$ cat src/rtl/xb_pkg.sv
package xb_pkg;

    typedef enum logic [1:0] {
        XB_OK        = 2'd0,
        XB_PERM      = 2'd1,
        XB_MISS_EXC  = 2'd2,
        XB_PAGE_FLT  = 2'd3
    } xb_status_e;

    localparam int XB_ATTR_WR  = 0;
    localparam int XB_ATTR_USR = 1;

    function automatic logic xb_perm_bad(input logic is_wr, input logic is_usr,
                                         input logic may_wr, input logic may_usr);
        return (is_wr & ~may_wr) | (is_usr & ~may_usr);
    endfunction

endpackage

$ cat src/rtl/xb_match.sv
module xb_match #(
    parameter int VPN_W = 20,
    parameter int LOW_W = 10
) (
    input  logic             ent_valid,
    input  logic             ent_big,
    input  logic [VPN_W-1:0] ent_vpn,
    input  logic [VPN_W-1:0] query_vpn,
    output logic             hit
);
    localparam logic [VPN_W-1:0] BIG_MASK = {{(VPN_W-LOW_W){1'b1}}, {LOW_W{1'b0}}};

    logic [VPN_W-1:0] mask;

    always_comb begin
        mask = ent_big ? BIG_MASK : '1;
        hit  = ent_valid && (((ent_vpn ^ query_vpn) & mask) == '0);
    end
endmodule

$ cat src/rtl/xb_victim.sv
module xb_victim #(
    parameter int N  = 8,
    parameter int IW = 3
) (
    input  logic [N-1:0]  vld,
    input  logic [N-1:0]  same_page,
    input  logic [IW-1:0] rr_ptr,
    output logic [IW-1:0] idx,
    output logic          use_rr
);
    always_comb begin
        idx    = rr_ptr;
        use_rr = 1'b1;
        for (int i = N - 1; i >= 0; i--) begin
            if (!vld[i]) begin
                idx    = IW'(i);
                use_rr = 1'b0;
            end
        end
        for (int i = N - 1; i >= 0; i--) begin
            if (same_page[i]) begin
                idx    = IW'(i);
                use_rr = 1'b0;
            end
        end
    end
endmodule

$ cat src/rtl/xlat_buffer.sv
module xlat_buffer #(
    parameter int ADDR_W   = 32,
    parameter int SMALL_SH = 12,
    parameter int BIG_SH   = 22,
    parameter int ATTR_W   = 6,
    parameter int ENTRIES  = 8
) (
    input  logic                       clk,
    input  logic                       rst_n,
    input  logic                       hw_mode,
    input  logic                       flush,
    input  logic                       lk_valid,
    input  logic [ADDR_W-1:0]          lk_vaddr,
    input  logic                       lk_write,
    input  logic                       lk_user,
    output logic                       rsp_valid,
    output logic                       rsp_hit,
    output logic [1:0]                 rsp_status,
    output logic [ADDR_W-1:0]          rsp_paddr,
    output logic [ATTR_W-1:0]          rsp_attr,
    output logic                       walk_req,
    output logic [ADDR_W-1:0]          walk_vaddr,
    input  logic                       walk_rsp_valid,
    input  logic                       walk_rsp_fault,
    input  logic                       walk_rsp_big,
    input  logic [ADDR_W-SMALL_SH-1:0] walk_rsp_pfn,
    input  logic [ATTR_W-1:0]          walk_rsp_attr,
    input  logic                       fill_valid,
    input  logic [ADDR_W-1:0]          fill_vaddr,
    input  logic                       fill_big,
    input  logic [ADDR_W-SMALL_SH-1:0] fill_pfn,
    input  logic [ATTR_W-1:0]          fill_attr
);
    import xb_pkg::*;

    localparam int VPN_W = ADDR_W - SMALL_SH;
    localparam int LOW_W = BIG_SH - SMALL_SH;
    localparam int IW    = (ENTRIES > 1) ? $clog2(ENTRIES) : 1;
    localparam logic [ADDR_W-1:0] SMALL_OFF = ADDR_W'((64'd1 << SMALL_SH) - 64'd1);
    localparam logic [ADDR_W-1:0] BIG_OFF   = ADDR_W'((64'd1 << BIG_SH) - 64'd1);

    typedef struct packed {
        logic              valid;
        logic              big;
        logic [VPN_W-1:0]  vpn;
        logic [VPN_W-1:0]  pfn;
        logic [ATTR_W-1:0] attr;
    } entry_t;

    typedef struct packed {
        entry_t [ENTRIES-1:0] ent;
        logic [IW-1:0]        rr;
        logic                 walking;
        logic [ADDR_W-1:0]    walk_va;
        logic                 walk_wr;
        logic                 walk_usr;
        logic                 rsp_valid;
        logic                 rsp_hit;
        xb_status_e           rsp_status;
        logic [ADDR_W-1:0]    rsp_paddr;
        logic [ATTR_W-1:0]    rsp_attr;
    } state_t;

    state_t q, d;

    function automatic logic [ADDR_W-1:0] frame_addr(input logic big,
                                                    input logic [VPN_W-1:0] pfn,
                                                    input logic [ADDR_W-1:0] va);
        logic [ADDR_W-1:0] m;
        m = big ? BIG_OFF : SMALL_OFF;
        return ({pfn, {SMALL_SH{1'b0}}} & ~m) | (va & m);
    endfunction

    // Tag comparison: one array for lookups, one for installs
    logic [ENTRIES-1:0] lk_hit_v;
    logic [ENTRIES-1:0] ins_hit_v;
    logic [ENTRIES-1:0] valid_v;
    logic [VPN_W-1:0]   ins_vpn;

    assign ins_vpn = q.walking ? q.walk_va[ADDR_W-1:SMALL_SH] : fill_vaddr[ADDR_W-1:SMALL_SH];

    for (genvar g = 0; g < ENTRIES; g++) begin : g_cmp
        assign valid_v[g] = q.ent[g].valid;

        xb_match #(.VPN_W(VPN_W), .LOW_W(LOW_W)) u_lk (
            .ent_valid (q.ent[g].valid),
            .ent_big   (q.ent[g].big),
            .ent_vpn   (q.ent[g].vpn),
            .query_vpn (lk_vaddr[ADDR_W-1:SMALL_SH]),
            .hit       (lk_hit_v[g])
        );

        xb_match #(.VPN_W(VPN_W), .LOW_W(LOW_W)) u_ins (
            .ent_valid (q.ent[g].valid),
            .ent_big   (q.ent[g].big),
            .ent_vpn   (q.ent[g].vpn),
            .query_vpn (ins_vpn),
            .hit       (ins_hit_v[g])
        );
    end

    logic [IW-1:0] vic_idx;
    logic          vic_rr;

    xb_victim #(.N(ENTRIES), .IW(IW)) u_victim (
        .vld       (valid_v),
        .same_page (ins_hit_v),
        .rr_ptr    (q.rr),
        .idx       (vic_idx),
        .use_rr    (vic_rr)
    );

    // Priority select of the lowest hitting entry
    entry_t lk_ent;
    logic   lk_any;

    always_comb begin
        lk_ent = '0;
        lk_any = 1'b0;
        for (int i = ENTRIES - 1; i >= 0; i--) begin
            if (lk_hit_v[i]) begin
                lk_ent = q.ent[i];
                lk_any = 1'b1;
            end
        end
    end

    always_comb begin
        logic   ins_go;
        entry_t ins_ent;

        d            = q;
        d.rsp_valid  = 1'b0;
        d.rsp_hit    = 1'b0;
        d.rsp_status = XB_OK;
        d.rsp_paddr  = '0;
        d.rsp_attr   = '0;
        ins_go       = 1'b0;
        ins_ent      = '0;

        if (q.walking) begin
            if (walk_rsp_valid) begin
                d.walking   = 1'b0;
                d.rsp_valid = 1'b1;
                if (walk_rsp_fault) begin
                    d.rsp_status = XB_PAGE_FLT;
                end else begin
                    d.rsp_status = xb_perm_bad(q.walk_wr, q.walk_usr,
                                               walk_rsp_attr[XB_ATTR_WR],
                                               walk_rsp_attr[XB_ATTR_USR]) ? XB_PERM : XB_OK;
                    d.rsp_paddr  = frame_addr(walk_rsp_big, walk_rsp_pfn, q.walk_va);
                    d.rsp_attr   = walk_rsp_attr;
                    ins_go       = !flush;
                    ins_ent      = '{valid: 1'b1, big: walk_rsp_big,
                                     vpn: q.walk_va[ADDR_W-1:SMALL_SH],
                                     pfn: walk_rsp_pfn, attr: walk_rsp_attr};
                end
            end
        end else begin
            if (lk_valid) begin
                if (lk_any && !flush) begin
                    d.rsp_valid  = 1'b1;
                    d.rsp_hit    = 1'b1;
                    d.rsp_status = xb_perm_bad(lk_write, lk_user,
                                               lk_ent.attr[XB_ATTR_WR],
                                               lk_ent.attr[XB_ATTR_USR]) ? XB_PERM : XB_OK;
                    d.rsp_paddr  = frame_addr(lk_ent.big, lk_ent.pfn, lk_vaddr);
                    d.rsp_attr   = lk_ent.attr;
                end else if (hw_mode) begin
                    d.walking  = 1'b1;
                    d.walk_va  = lk_vaddr;
                    d.walk_wr  = lk_write;
                    d.walk_usr = lk_user;
                end else begin
                    d.rsp_valid  = 1'b1;
                    d.rsp_status = XB_MISS_EXC;
                end
            end
            if (fill_valid && !flush) begin
                ins_go  = 1'b1;
                ins_ent = '{valid: 1'b1, big: fill_big,
                            vpn: fill_vaddr[ADDR_W-1:SMALL_SH],
                            pfn: fill_pfn, attr: fill_attr};
            end
        end

        if (ins_go) begin
            d.ent[vic_idx] = ins_ent;
            if (vic_rr) begin
                d.rr = (q.rr == IW'(ENTRIES - 1)) ? '0 : q.rr + 1'b1;
            end
        end

        if (flush) begin
            for (int i = 0; i < ENTRIES; i++) begin
                d.ent[i].valid = 1'b0;
            end
        end
    end

    always_ff @(posedge clk) begin
        if (!rst_n) begin
            q <= '0;
        end else begin
            q <= d;
        end
    end

    assign rsp_valid  = q.rsp_valid;
    assign rsp_hit    = q.rsp_hit;
    assign rsp_status = q.rsp_status;
    assign rsp_paddr  = q.rsp_paddr;
    assign rsp_attr   = q.rsp_attr;
    assign walk_req   = q.walking;
    assign walk_vaddr = q.walk_va;

endmodule

$ cat config.mk
export PLATFORM = sky130hd
export DESIGN_NAME = xlat_buffer
export DESIGN_NICKNAME = d
export VERILOG_FILES = /design/src/rtl/xb_pkg.sv /design/src/rtl/xb_match.sv /design/src/rtl/xb_victim.sv /design/src/rtl/xlat_buffer.sv
export SDC_FILE = /design/constraint.sdc
export NUM_CORES = 1
export LEC_CHECK = 0
export ABC_CLOCK_PERIOD_IN_PS = 3700
export CAP_MARGIN = 20
export CORE_MARGIN = 4
export CORE_UTILIZATION = 50
export DETAILED_ROUTE_END_ITERATION = 8
export PLACE_DENSITY = 0.8
export SYNTH_ARGS = -nofsm -noshare
export SYNTH_HDL_FRONTEND = slang
export SYNTH_SLANG_ARGS = --single-unit
export TNS_END_PERCENT = 10
$ cat constraint.sdc
create_clock -name clk -period 3.7 [get_ports clk]
set_input_delay 0.37 -clock clk [delete_from_list [all_inputs] [get_ports clk]]
set_output_delay 0.37 -clock clk [all_outputs]
set_load 0.02 [all_outputs]
==> impl_results.md <==
- # diodes: 0
- Avg Cell Area, Syn: slightly above 9 um2
- Critical path class: register to register
- Drt first-iter violations: ~2400
- H-tree depth: 2
- CP required: around 4.2 ns
- Synth cell types: 67
- Clk network pwr share: 0.460
- Post-synth EDFFs: 0
- Clock Sink Count: around 460
- CTS Buf Count: 50
- CTS Hold Buffers Added: 0
- RePlAce Congestion: 0.9663
- Final hold viol count: 0
- ANT nets after route: 0
- Cell count after synthesis: between 2000 and 3000
- Main synth FF type: dfxtp_1
- Post-synth top area share: 0.3830
- Final total power: roughly 12000 uW
- Reg clk slew, reported paths: about 0.06 ns
- GRT Util Overall: 0.2971
- Reg2Reg Launch Point: walk_req$_SDFF_PN0_
- Fraction of registers with async set/reset: 0
- Clock skew: ~0.030 ns
- Area Overhead vs Synth: 25.79%
- Maximum vdd drop: around 0.33 mV
- Clock tree buffer depth: 3
- Sequential share of power: 0.435
- Worst Path Arrival: 4.23 ns
- Global route overflow: 0
- Site Rows: 80
- Synth top area cells: dfxtp_1, mux2i_1, nand2_1
- CP startpoint: walk_req$_SDFF_PN0_
- Max-cap viol count: 0
- Core area: between 40000 and 50000 um2
- Yosys top cell by area: dfxtp_1
- Net Sw Frac: 0.2447
- Final Setup Violations: 0
- CTS Root Cell: clkbuf_16
- Non-Filler Instances: around 3600
- Int Power: 8776 uW
- Synth warn: 0
- Final Max Tran Viols: 0
- Die area: between 50000 and 60000 um2
- Clock latency on the worst-skew pair: a little over 0.6 ns
- Cell Pwr Density: 380.9 nW/um2
- Vias in the first global route: 21150
- Synth cell count leaders: nand2_1, dfxtp_1, mux2i_1, xnor2_1, clkbuf_1
- RSZ-0062 raised after global routing: true
- Initial antenna violation count: 0
- Synth Cell Area: ~24000 um2
- Post-Route WL: about 84000 um
- Hold path start: rst_n
- Synthesized flop and latch total: between 400 and 500
- Fmax achieved: about 270 MHz
- CP startpoint kind: register
- Fin crit period: 3.697 ns
- DRC Markers: 0
- Die Ht: about 230 um
- Top-count cell post-synth: nand2_1
- Detailed Place HPWL: 57130 um
- Status: completed
- Initial Util: 0.5069
- Vias per inst: approximately 6.0
- Critical Path End Type: register
- Comb power frac: 0.105
- Max FO, Critical Path: 18
- Nets@finish: 3072
- Period Utilization, post-route: 0.9992
- Leak: about 0.012 uW
- TritonCTS clock tree: built
- Hold Path Class: input port to register
- Syn Nets: approximately 2800
- P_sw: 2843 uW
- IO Pins: between 200 and 250
- Vias: 21650
- DR WL/cell: 23.30 um
- TritonRoute pass-1 iters: 6
- Layout cells sized above 1: 0.1483
- Die width: between 200 and 250 um
- Worst Tran Pin Value: 0.7150 ns
- Relative slew slack: 0.5233
- Dpl cells: approximately 3500
- Global-route wire length before repair: approximately 120000 um
- Largest net degree at the start of global routing: roughly 140
- IO buf count: between 150 and 200
- Post-synthesis sequential area ratio: 0.3830
==> sequential cells by signal, summed over array words and instances, names as in the netlist <==
name,flops
rsp_valid,1
rsp_attr,6
walk_req,1
rsp_hit,1
rsp_status,2
rsp_paddr,32
walk_vaddr,32
q,389
==> logic make-up after synthesis <==
logic type,count (synthesis),synth area share
muxes,411,0.1805
xor gates and xnor gates,320,0.1156
adders and majority gates,2,0.001032
DFF,464,0.3830
and+or+nand+nor,898,0.1633
buffers and inverters,270,0.05825
AOI/OAI and AO/OA,314,0.09833
==> metrics by stage <==
stage | cell area, um2 | util | hold WS, ns | setup slack (ns) | TNS (ns)
floorplan | 24250 | - | 0.4304 | 0.3275 | 0
global placement | 27950 | 0.5842 | 0.4390 | -0.3229 | -63.84
detailed placement | 27950 | 0.5842 | 0.4467 | -0.3513 | -72.54
CTS | 29850 | 0.6238 | 0.1780 | 0.0001039 | 0
global route | 30510 | 0.6376 | 0.1903 | -0.09647 | -7.353
finish | 30510 | 0.6376 | 0.1832 | 0.002878 | 0
==> power by group through the flow <==
stage,sequential (uW),clock (uW),combinational (uW)
6_report,5050,5340,1220
5_1_grt,5050,5580,1270
4_1_cts,5050,5370,1140
3_5_place_dp,5160,0,1120
3_3_place_gp,5160,0,1110
2_1_floorplan,5160,0,607
==> area by class of cell <==
class / instances / area, um2
clock buffers: 76 / 1562
clock inverters: 15 / 217.7
fillers: 3761 / 17340
inverters: 22 / 82.58
multi-input cells: 1945 / 13810
flip-flops and latches: 464 / 9293
well taps: 615 / 769.5
repair buffers: 459 / 4771
==> worst paths after layout <==
check                           depth (start not counted)                  end  slack (ns)
worst max-delay path                                   17  q[114]$_SDFFE_PN0P_       0.003
worst max register to register                         17  q[114]$_SDFFE_PN0P_       0.003
worst min register to register                          2   q[94]$_SDFFE_PN0P_        0.46
worst min-delay path                                    3   q[92]$_SDFFE_PN0P_        0.18
==> layout by cell type, fill, tap and decap left out, types with 47 or more instances in the layout <==
master           instances
nand2_1                606
dfxtp_1                463
mux2i_1                379
xnor2_1                213
buf_4                  197
clkdlybuf4s50_1        189
xor2_1                 105
nand3_1                 61
clkbuf_16               60
o21ai_0                 49
buf_12                  47
==> critical path: stages, from the launching register on <==
cell,delay (ns)
dfxtp_4,0.38
buf_12,0.16
buf_12,0.11
mux2i_4,0.28
buf_4,0.17
buf_4,0.18
xor2_1,0.08
a41oi_1,0.33
buf_4,0.20
o22ai_2,0.09
buf_4,0.15
nor3_2,0.31
a21boi_2,0.15
buf_4,0.17
o211ai_1,0.09
buf_4,0.20
buf_6,0.32
mux2i_1,0.22
==> what timing repair did <==
action | CTS | global route
gates cloned | 0 | 7
pin swaps | 1 | 21
setup buffers | 10 | 23
gates resized for setup | 3 | 47
setup endpoints to repair | 282 | 369
==> routing by layer <==
metal  track usage  up-vias  wire length, um
li1              -     9760                -
met1        0.3902    10580            34280
met2        0.4936     1072            39280
met3       0.04878      238             6721
met4        0.1116        0             3517
met5             0        -                0
Note: power is estimated with default switching activity, not from simulation.
